==> src/rtl/exc_entry_pkg.sv <==
package exc_entry_pkg;
   // status word bit positions
   localparam int SR_FD    = 15;
   localparam int SR_BL    = 28;
   localparam int SR_RB    = 29;
   localparam int SR_MD    = 30;
   localparam int SR_IM_LO = 4;
   localparam int SR_IM_W  = 4;

   // event codes with special handling
   localparam logic [11:0] CODE_PASS_BL = 12'h1E0;
   localparam logic [11:0] CODE_TRAP    = 12'h160;
   localparam int N_RST  = 3;
   localparam int N_MISS = 2;
   localparam logic [11:0] RST_CODES  [N_RST]  = '{12'h000, 12'h020, 12'h140};
   localparam logic [11:0] MISS_CODES [N_MISS] = '{12'h040, 12'h060};

   // handler offsets from the vector base
   localparam logic [11:0] OFS_GEN  = 12'h100;
   localparam logic [11:0] OFS_MISS = 12'h400;
   localparam logic [11:0] OFS_IRQ  = 12'h600;

   typedef enum logic [1:0] {
      CLS_GENERAL = 2'd0,
      CLS_RESET   = 2'd1,
      CLS_MISS    = 2'd2,
      CLS_TRAP    = 2'd3
   } ecls_e;
endpackage

==> src/rtl/exc_select.sv <==
module exc_select
   import exc_entry_pkg::*;
#(
   parameter int EVT_W = 12
) (
   input  logic             exc_valid,
   input  logic [EVT_W-1:0] exc_code,
   input  logic             irq_req,
   input  logic             irq_vec_valid,
   input  logic             sleep_in,
   input  logic             blocked,
   output logic             take_exc,
   output logic             take_irq,
   output logic [EVT_W-1:0] eff_code
);
   always_comb begin
      // exceptions outrank interrupts unconditionally
      take_exc = exc_valid;
      take_irq = !exc_valid && irq_req && irq_vec_valid && (!blocked || sleep_in);
      if (blocked && (exc_code != EVT_W'(CODE_PASS_BL)))
         eff_code = '0;
      else
         eff_code = exc_code;
   end
endmodule

==> src/rtl/exc_classify.sv <==
module exc_classify
   import exc_entry_pkg::*;
#(
   parameter int EVT_W = 12
) (
   input  logic [EVT_W-1:0] code,
   output ecls_e            cls
);
   logic [N_RST-1:0]  rst_hit;
   logic [N_MISS-1:0] miss_hit;

   for (genvar i = 0; i < N_RST; i++) begin : g_rst
      assign rst_hit[i] = (code == EVT_W'(RST_CODES[i]));
   end
   for (genvar j = 0; j < N_MISS; j++) begin : g_miss
      assign miss_hit[j] = (code == EVT_W'(MISS_CODES[j]));
   end

   always_comb begin
      if (|rst_hit)
         cls = CLS_RESET;
      else if (|miss_hit)
         cls = CLS_MISS;
      else if (code == EVT_W'(CODE_TRAP))
         cls = CLS_TRAP;
      else
         cls = CLS_GENERAL;
   end
endmodule

==> src/rtl/exc_target.sv <==
module exc_target
   import exc_entry_pkg::*;
#(
   parameter int          XLEN     = 32,
   parameter logic [31:0] RESET_PC = 32'hA000_0000
) (
   input  ecls_e           cls,
   input  logic            is_irq,
   input  logic [XLEN-1:0] sr_in,
   input  logic [XLEN-1:0] pc_in,
   input  logic [XLEN-1:0] vbr_in,
   input  logic            dslot_in,
   output logic [XLEN-1:0] new_sr,
   output logic [XLEN-1:0] new_spc,
   output logic [XLEN-1:0] new_pc
);
   localparam logic [XLEN-1:0] STEP = XLEN'(2);

   always_comb begin
      new_sr         = sr_in;
      new_sr[SR_BL]  = 1'b1;
      new_sr[SR_RB]  = 1'b1;
      new_sr[SR_MD]  = 1'b1;
      new_spc        = dslot_in ? (pc_in - STEP) : pc_in;
      new_pc         = vbr_in + XLEN'(OFS_GEN);
      if (is_irq) begin
         new_pc = vbr_in + XLEN'(OFS_IRQ);
      end else begin
         case (cls)
            CLS_RESET: begin
               new_sr[SR_FD]                 = 1'b0;
               new_sr[SR_IM_LO +: SR_IM_W]   = '1;
               new_pc                        = XLEN'(RESET_PC);
            end
            CLS_MISS:  new_pc  = vbr_in + XLEN'(OFS_MISS);
            CLS_TRAP:  new_spc = new_spc + STEP;
            default:   new_pc  = vbr_in + XLEN'(OFS_GEN);
         endcase
      end
   end
endmodule

==> src/rtl/exc_entry_ctrl.sv <==
module exc_entry_ctrl
   import exc_entry_pkg::*;
#(
   parameter int          XLEN     = 32,
   parameter int          EVT_W    = 12,
   parameter logic [31:0] RESET_PC = 32'hA000_0000
) (
   input  logic             clk,
   input  logic             rst_n,
   input  logic             exc_valid,
   input  logic [EVT_W-1:0] exc_code,
   input  logic             irq_req,
   input  logic             irq_vec_valid,
   input  logic [EVT_W-1:0] irq_vec,
   output logic [3:0]       irq_mask,
   input  logic             sleep_in,
   output logic             sleep_clr,
   input  logic [XLEN-1:0]  sr_in,
   input  logic [XLEN-1:0]  pc_in,
   input  logic [XLEN-1:0]  r15_in,
   input  logic [XLEN-1:0]  vbr_in,
   input  logic             dslot_in,
   output logic             dslot_clr,
   output logic             ack_exc,
   output logic             ack_irq,
   output logic             entry_vld,
   output logic [XLEN-1:0]  sr_out,
   output logic [XLEN-1:0]  ssr_out,
   output logic [XLEN-1:0]  spc_out,
   output logic [XLEN-1:0]  sgr_out,
   output logic [EVT_W-1:0] expevt_out,
   output logic [EVT_W-1:0] intevt_out,
   output logic [XLEN-1:0]  pc_out
);
   // elaboration checks
   if (XLEN < 32) begin : g_chk_xlen
      $error("exc_entry_ctrl: XLEN must hold the status bits up to 30");
   end
   if (EVT_W < 9) begin : g_chk_evt
      $error("exc_entry_ctrl: EVT_W too narrow for the event codes");
   end

   logic             take_exc, take_irq, take_any;
   logic [EVT_W-1:0] eff_code;
   ecls_e            cls;
   logic [XLEN-1:0]  new_sr, new_spc, new_pc;

   exc_select #(.EVT_W(EVT_W)) u_sel (
      .exc_valid(exc_valid), .exc_code(exc_code), .irq_req(irq_req),
      .irq_vec_valid(irq_vec_valid), .sleep_in(sleep_in),
      .blocked(sr_in[SR_BL]), .take_exc(take_exc), .take_irq(take_irq),
      .eff_code(eff_code)
   );

   exc_classify #(.EVT_W(EVT_W)) u_cls (.code(eff_code), .cls(cls));

   exc_target #(.XLEN(XLEN), .RESET_PC(RESET_PC)) u_tgt (
      .cls(cls), .is_irq(take_irq), .sr_in(sr_in), .pc_in(pc_in),
      .vbr_in(vbr_in), .dslot_in(dslot_in), .new_sr(new_sr),
      .new_spc(new_spc), .new_pc(new_pc)
   );

   assign take_any  = take_exc | take_irq;
   assign ack_exc   = take_exc;
   assign ack_irq   = take_irq;
   assign sleep_clr = take_any;
   assign dslot_clr = take_any & dslot_in;
   assign irq_mask  = sr_in[SR_IM_LO +: SR_IM_W];

   always_ff @(posedge clk or negedge rst_n) begin
      if (!rst_n) begin
         entry_vld  <= 1'b0;
         sr_out     <= '0;
         ssr_out    <= '0;
         spc_out    <= '0;
         sgr_out    <= '0;
         expevt_out <= '0;
         intevt_out <= '0;
         pc_out     <= '0;
      end else begin
         entry_vld <= take_any;
         if (take_any) begin
            sr_out  <= new_sr;
            ssr_out <= sr_in;
            spc_out <= new_spc;
            sgr_out <= r15_in;
            pc_out  <= new_pc;
         end
         if (take_exc) expevt_out <= eff_code;
         if (take_irq) intevt_out <= irq_vec;
      end
   end

   // a pending exception shuts out the interrupt path
   p_exc_first_r1: assert property (@(posedge clk) disable iff (!rst_n)
      exc_valid |-> (ack_exc && !ack_irq));

   // blocked exceptions other than the pass code become reset entries
   p_bl_remap_r2: assert property (@(posedge clk) disable iff (!rst_n)
      (exc_valid && sr_in[SR_BL] && exc_code != EVT_W'(CODE_PASS_BL))
      |=> (expevt_out == '0 && pc_out == XLEN'(RESET_PC)));

   // blocked interrupt only when awake
   p_irq_blocked_r3: assert property (@(posedge clk) disable iff (!rst_n)
      (sr_in[SR_BL] && !sleep_in) |-> !ack_irq);

   // saved state and status bits after an accepted event
   p_save_r4: assert property (@(posedge clk) disable iff (!rst_n)
      (ack_exc || ack_irq) |=> (ssr_out == $past(sr_in) && sgr_out == $past(r15_in)
                                && sr_out[SR_BL] && sr_out[SR_RB] && sr_out[SR_MD]));

   // interrupt entry address and vector log
   p_irq_entry_r9: assert property (@(posedge clk) disable iff (!rst_n)
      ack_irq |=> (pc_out == $past(vbr_in) + XLEN'(OFS_IRQ) && intevt_out == $past(irq_vec)));

   // nothing accepted means no pulse and held PC
   p_hold_r10: assert property (@(posedge clk) disable iff (!rst_n)
      !(ack_exc || ack_irq) |=> (!entry_vld && $stable(pc_out) && $stable(spc_out)));
endmodule

==> config.mk <==
export PLATFORM = sky130hd
export DESIGN_NAME = exc_entry_ctrl
export DESIGN_NICKNAME = d
export VERILOG_FILES = /design/src/rtl/exc_entry_pkg.sv /design/src/rtl/exc_select.sv /design/src/rtl/exc_classify.sv /design/src/rtl/exc_target.sv /design/src/rtl/exc_entry_ctrl.sv
export SDC_FILE = /design/constraint.sdc
export NUM_CORES = 1
export LEC_CHECK = 0
export ABC_AREA = 1
export ABC_CLOCK_PERIOD_IN_PS = 3500
export BUFFER_PORTS_ARGS = -buffer_cell sky130_fd_sc_hd__buf_4
export CAP_MARGIN = 15
export CORE_UTILIZATION = 38
export CTS_BUF_LIST = sky130_fd_sc_hd__clkbuf_8
export DETAILED_ROUTE_END_ITERATION = 10
export SLEW_MARGIN = 10
export SYNTH_ARGS = -nofsm -noshare
export SYNTH_HDL_FRONTEND = slang
export SYNTH_SLANG_ARGS = --single-unit
==> constraint.sdc <==
create_clock -name clk -period 3.5 [get_ports clk]
set_input_delay 0.175 -clock clk [delete_from_list [all_inputs] [get_ports clk]]
set_output_delay 0.175 -clock clk [all_outputs]
set_load 0.02 [all_outputs]
Yosys cells after proc, flatten, opt, wreduce, memory -nomap -nowiden
Cells that the tools add are included.

Input port bits: 159. Logic and storage cells: 47. Register bits after elaboration: 185. Output and inout bits: 193.

Bitwise logic cells: 2. Reductions and logical operators: 10. $add $sub $neg: 5. Muxes and demuxes: 13. Equal/unequal tests: 9.

Operators with widths (number): two-way mux 32 bit (4); adder 32 x 11 -> 32 bit (second input constant) (2); case mux 32 bit (2 select lines) (1); adder 32 x 2 -> 32 bit (second input constant) (1); adder 32 x 9 -> 32 bit (second input constant) (1); subtractor 32 x 2 -> 32 bit (second input constant) (1); == test 12 x 7 -> 1 bit (second input constant) (2); == test 12 x 9 -> 1 bit (second input constant) (2); == test 12 x 6 -> 1 bit (second input constant) (1); logical NOT 12 bit (1); two-way mux 12 bit (1); != test 12 x 9 -> 1 bit (second input constant) (1); two-way mux 4 bit (2); two-way mux 2 bit (3); == test 2 bit (second input constant) (2); logical AND 1 bit (4); OR reduction 3 bit (1); == test 2 x 1 -> 1 bit (second input constant) (1); logical NOT 1 bit (2); two-way mux 1 bit (2); OR reduction 2 bit (1); AND 1 bit (1); logical OR 1 bit (1); OR 1 bit (1).

Longest topological paths before layout
Depth after elaboration: 10. Gate-level depth with buffers: 19. Depth with buffers taken out: 19.

Modules after synthesis
From an unflattened synthesis, not the netlist that was laid out.

Cells, all modules: 1681. Area total of the unflattened synthesis: 11672.4 µm².

By module, submodules not included: exc_entry_ctrl (area each 7283.2 µm², seq. area each 4629.4 µm², instances 1, cells each 802); exc_target (area each 3998.8 µm², seq. area each 0.0 µm², instances 1, cells each 804); exc_select (area each 232.7 µm², seq. area each 0.0 µm², instances 1, cells each 40); exc_classify (area each 157.7 µm², seq. area each 0.0 µm², instances 1, cells each 35).

Worst setup path before layout
Ideal clock, no wire load.

Path type: input -> register. Start point: input pc_in[1]. End point: register spc_out[28]. Library setup time: 0.117 ns. Data arrival time: 1.855 ns. Stages on the path: 17. Required time: 3.383 ns. Setup slack: 1.528 ns. Cells stage by stage: inv_1 ha_1 nand2_4 nor2_2 nand2_2 nor2_4 nand3_4 nor2_4 nand2_1 nand2_1 nand2_1 nor2_4 nand3_2 nor2_2 nand3_1 nand3_1 nand2_1.

Word-level cells in the longest chain between the ends: 5.

Ends and longest elaborated chain: from (decl) (line exc_entry_ctrl.sv:19) `input logic [XLEN-1:0] pc_in,`; subtractor 32 x 2 -> 32 bit (line exc_target.sv:24) `new_spc = dslot_in ? (pc_in - STEP) : pc_in;`; two-way mux 32 bit * (line exc_target.sv:24); adder 32 x 2 -> 32 bit (line exc_target.sv:36) `CLS_TRAP: new_spc = new_spc + STEP;`; two-way mux 32 bit (line exc_target.sv:29) `case (cls)`; two-way mux 32 bit * (line exc_target.sv:26) `if (is_irq) begin`; to (signal assigned) (line exc_entry_ctrl.sv:85) `spc_out <= new_spc;`; to (decl) (line exc_entry_ctrl.sv:29) `output logic [XLEN-1:0] spc_out,`.

Mark *: on every way between the ends. The rest lies on a longest branch, timed or not. A chain may end at the register's enable or synchronous reset.

Worst setup path after layout
Start point: input sr_in[28]. End point: output sleep_clr.

Word-level cells in the longest chain between the ends: 4.

Ends and longest elaborated chain: from (decl) (line exc_entry_ctrl.sv:18) `input logic [XLEN-1:0] sr_in,`; logical NOT 1 bit (line exc_select.sv:19) `take_irq = !exc_valid && irq_req && irq_vec_valid && (!blocked || sleep_in);`; logical OR 1 bit (line exc_select.sv:19); logical AND 1 bit (line exc_select.sv:19); OR 1 bit (line exc_entry_ctrl.sv:63) `assign take_any = take_exc | take_irq;`; to (decl) (line exc_entry_ctrl.sv:17) `output logic sleep_clr,`.

Every way passes these cells.

==> results.sh <==
export IMPL_ys_warn_count=0
export IMPL_totalWireLength_microns=34600
export IMPL_worst_pin_slew_ns=0.970
export IMPL_synth_lib_cells_used_distinct=44
export IMPL_final_max_slew_viol_count=0
export IMPL_grt_overflow_total=0
export IMPL_synth_cells=1428
export IMPL_worst_setup_path_start_kind="primary input"
export IMPL_routabilityCongestion=0.909
export IMPL_io_pins=352
export IMPL_critPathSlowestCell="dlygate4sd3_1"
export IMPL_hold_path_class="primary input to flop"
export IMPL_peak_freq_mhz=328
export IMPL_layout_common_cells="nand2_1 (537), buf_4 (355), dfrtp_1 (159), nor2_1 (143), inv_1 (114)"
export IMPL_detail_route_wl_per_cell_microns=16.0
export IMPL_fp_dieH_microns=164
export IMPL_slew_limit_headroom=0.353
export IMPL_detail_route_vias_per_cell=4.83
export IMPL_synth_ff_latch_count=159
export IMPL_floorplan_initialDensity=0.385
export IMPL_final_setup_tns_ns=0
export IMPL_setup_worst_path_end_class="primary output"
export IMPL_final_layout_size_suffix_gt1_frac=0.250
export IMPL_hold_viol_final=0
export IMPL_placementRows=59
export IMPL_setup_viol=0
export IMPL_first_global_vias=9697
export IMPL_cts_root_buf="clkbuf_8"
export IMPL_route_detailed_drc=0
export IMPL_critPathKind="primary input to primary output"
export IMPL_async_flop_share=1.00
export IMPL_timing_final_crit_period_ns=3.04
export IMPL_power_density_mw_per_mm2=372
export IMPL_first_iter_violations=660
export IMPL_ys_flop_type="dfrtp_1"
export IMPL_core_area_sq_mm=0.0260
export IMPL_cts_hold_buf=93
export IMPL_track_usage=0.251
export IMPL_finish_utilization=0.542
export IMPL_grt_max_degree=146
export IMPL_path_max_fanout=105
export IMPL_timing_final_crit_share=0.870
export IMPL_area_growth_synth_to_final_pct=40.7
export IMPL_timing_clock_skew_ns=0
export IMPL_critical_path_max_stage_delay_ns=0.53
export IMPL_run_status="completed"
export IMPL_first_pass_iters=5
export IMPL_wire_length_of_the_first_global_routing_pass_microns=52400
export IMPL_post_cts_resize_count=0
export IMPL_cellLeakagePower_uw=0.00724
export IMPL_numPortBuffers=351
export IMPL_antenna_left=0
export IMPL_grt_setup_unrepaired="no"
export IMPL_postCtsSetupRepairBufs=0
export IMPL_die_area_sq_mm=0.0270
export IMPL_crit_path_cell_trace="dlygate4sd3_1, buf_4, inv_2, o211ai_2, nor2_2, buf_4, nor2_4, clkinv_2, buf_12, buf_4"
export IMPL_insertion_delay_ns=0.45
export IMPL_layout_cells_most_common="nand2_1"
export IMPL_number_of_antenna_violations_at_the_first_check_in_global_routing=0
export IMPL_tritoncts="built"
export IMPL_cts_sinks=159
export IMPL_hpwlAfterDp_microns=25500
export IMPL_final_net_count=1985
export IMPL_synthesis_nets=1594
export IMPL_diodes=0
export IMPL_cp_arrival_ns=2.87
export IMPL_drv_cap=0
export IMPL_cts_reportedPaths_clkPinSlew_ns=0.11
export IMPL_synthesis_area_per_instance_sq_um=7.01
export IMPL_chipWidth_microns=164
export IMPL_cts_made_buffers=17
export IMPL_via_count=10500
export IMPL_netlist_area_sq_mm=0.0100
export IMPL_synth_seq_area_share=0.397
export IMPL_critical_path_top_cell_by_count="buf_4"
export IMPL_worst_endpoint_required_ns=3.32
export IMPL_cts_htree_levels=4
export IMPL_ir_drop_v=0.000221
export IMPL_clk_path_buf_depth=2
export IMPL_number_of_flops_mapped_to_enable_cells_by_yosys=0
[registers in the layout, indices dropped and copies added (netlist names)]
signal      count
ssr_out         8
sr_out         30
pc_out         32
sgr_out        32
expevt_out     12
intevt_out     12
entry_vld       1
spc_out        32
[area by class of cell]
class / count / area (sq um)
Tap cell: 335 / 419
Clock inverter: 15 / 191
Timing Repair Buffer: 452 / 3670
Inverter: 120 / 452
Fill cell: 2519 / 11900
Clock buffer: 17 / 234
Multi-Input combinational cell: 1069 / 5140
Sequential cell: 159 / 3980
[cell families (layout without fill, tap and decap cells)]
kind of cell / Yosys count / after routing / share of synthesized area
flip-flops: 159 / 159 / 0.398
AO/OA/AOI/OAI: 132 / 132 / 0.0735
AND/OR/NAND/NOR: 867 / 867 / 0.372
XOR/XNOR: 62 / 62 / 0.0569
buffers and inverters: 200 / 604 / 0.0902
multiplexers: 1 / 1 / 0.00100
adder cells (fa/ha/maj): 7 / 7 / 0.00875
[power breakdown]
group          total [uW]  internal [uW]  switching (uW)
Combinational        1600            664             936
Sequential           2170           2040             130
Clock                1470            612             861
Total                5240           3320            1930
[per-stage QoR]
stage                     hold WS [ns]  instance area (sq um)  cells  setup WS [ns]  power, uW
after floorplan                 -0.121                  10000   1428           1.53       2980
after global placement           0.265                  12700   2042          0.954       3710
after detailed placement         0.262                  12700   2042          0.936       3720
after CTS                      0.00809                  14100   2167          0.482       5300
after global routing            0.0419                  14100   2167          0.332       5520
final                           0.0472                  14100   2167          0.455       5240
[path summary, 6_finish.rpt]
check | start | endpoint | slack, ns | cells after the start
worst max register to register | sr_out[30] | sr_out[30] | 2.67 | 1
worst min register to register | intevt_out[8] | intevt_out[8] | 0.48 | 2
max in group asynchronous | rst_n | expevt_out[7] | 2.29 | 3
worst max-delay path | sr_in[28] | sleep_clr | 0.46 | 10
min in group asynchronous | rst_n | sr_out[20] | 0.30 | 2
worst min-delay path | exc_code[9] | expevt_out[9] | 0.05 | 3
[worst max-delay path, delay by kind of cell]
family | cells | cell delay, ns
simple gates | 2 | 0.39
buf+inv | 7 | 1.89
compound gates | 1 | 0.26
[cells in the mapped netlist (4+ instances only)]
master | count | area [sq um]
nor3_1 | 10 | 50.1
o21ai_0 | 73 | 365
buf_4 | 31 | 233
clkbuf_1 | 24 | 90.1
a21oi_1 | 25 | 125
o21ai_1 | 7 | 35.0
nand2_2 | 15 | 93.8
or2_2 | 7 | 43.8
inv_2 | 4 | 15.0
xor2_1 | 47 | 412
xnor2_1 | 13 | 114
nand3b_1 | 4 | 30.0
nand2_1 | 537 | 2020
nor2_4 | 12 | 135
o31ai_1 | 9 | 67.6
buf_2 | 23 | 115
inv_1 | 115 | 432
nor2_2 | 12 | 75.1
nand3_1 | 86 | 430
o21bai_1 | 5 | 37.5
nand3_2 | 4 | 40.0
o211ai_1 | 5 | 37.5
nand4_1 | 24 | 150
nor2_1 | 145 | 544
dfrtp_1 | 159 | 3980
ha_1 | 7 | 87.6
[routing by layer]
layer / track usage / up-vias / part of all wire / wire (microns)
li1: - / 5239 / - / -
met5: 0 / - / 0 / 0
met2: 0.430 / 318 / 0.49 / 17100
met4: 0.0707 / 0 / 0.021 / 727
met3: 0.0412 / 52 / 0.053 / 1820
met1: 0.323 / 4863 / 0.43 / 15000
No activity file was read; power rests on OpenSTA's default activity.
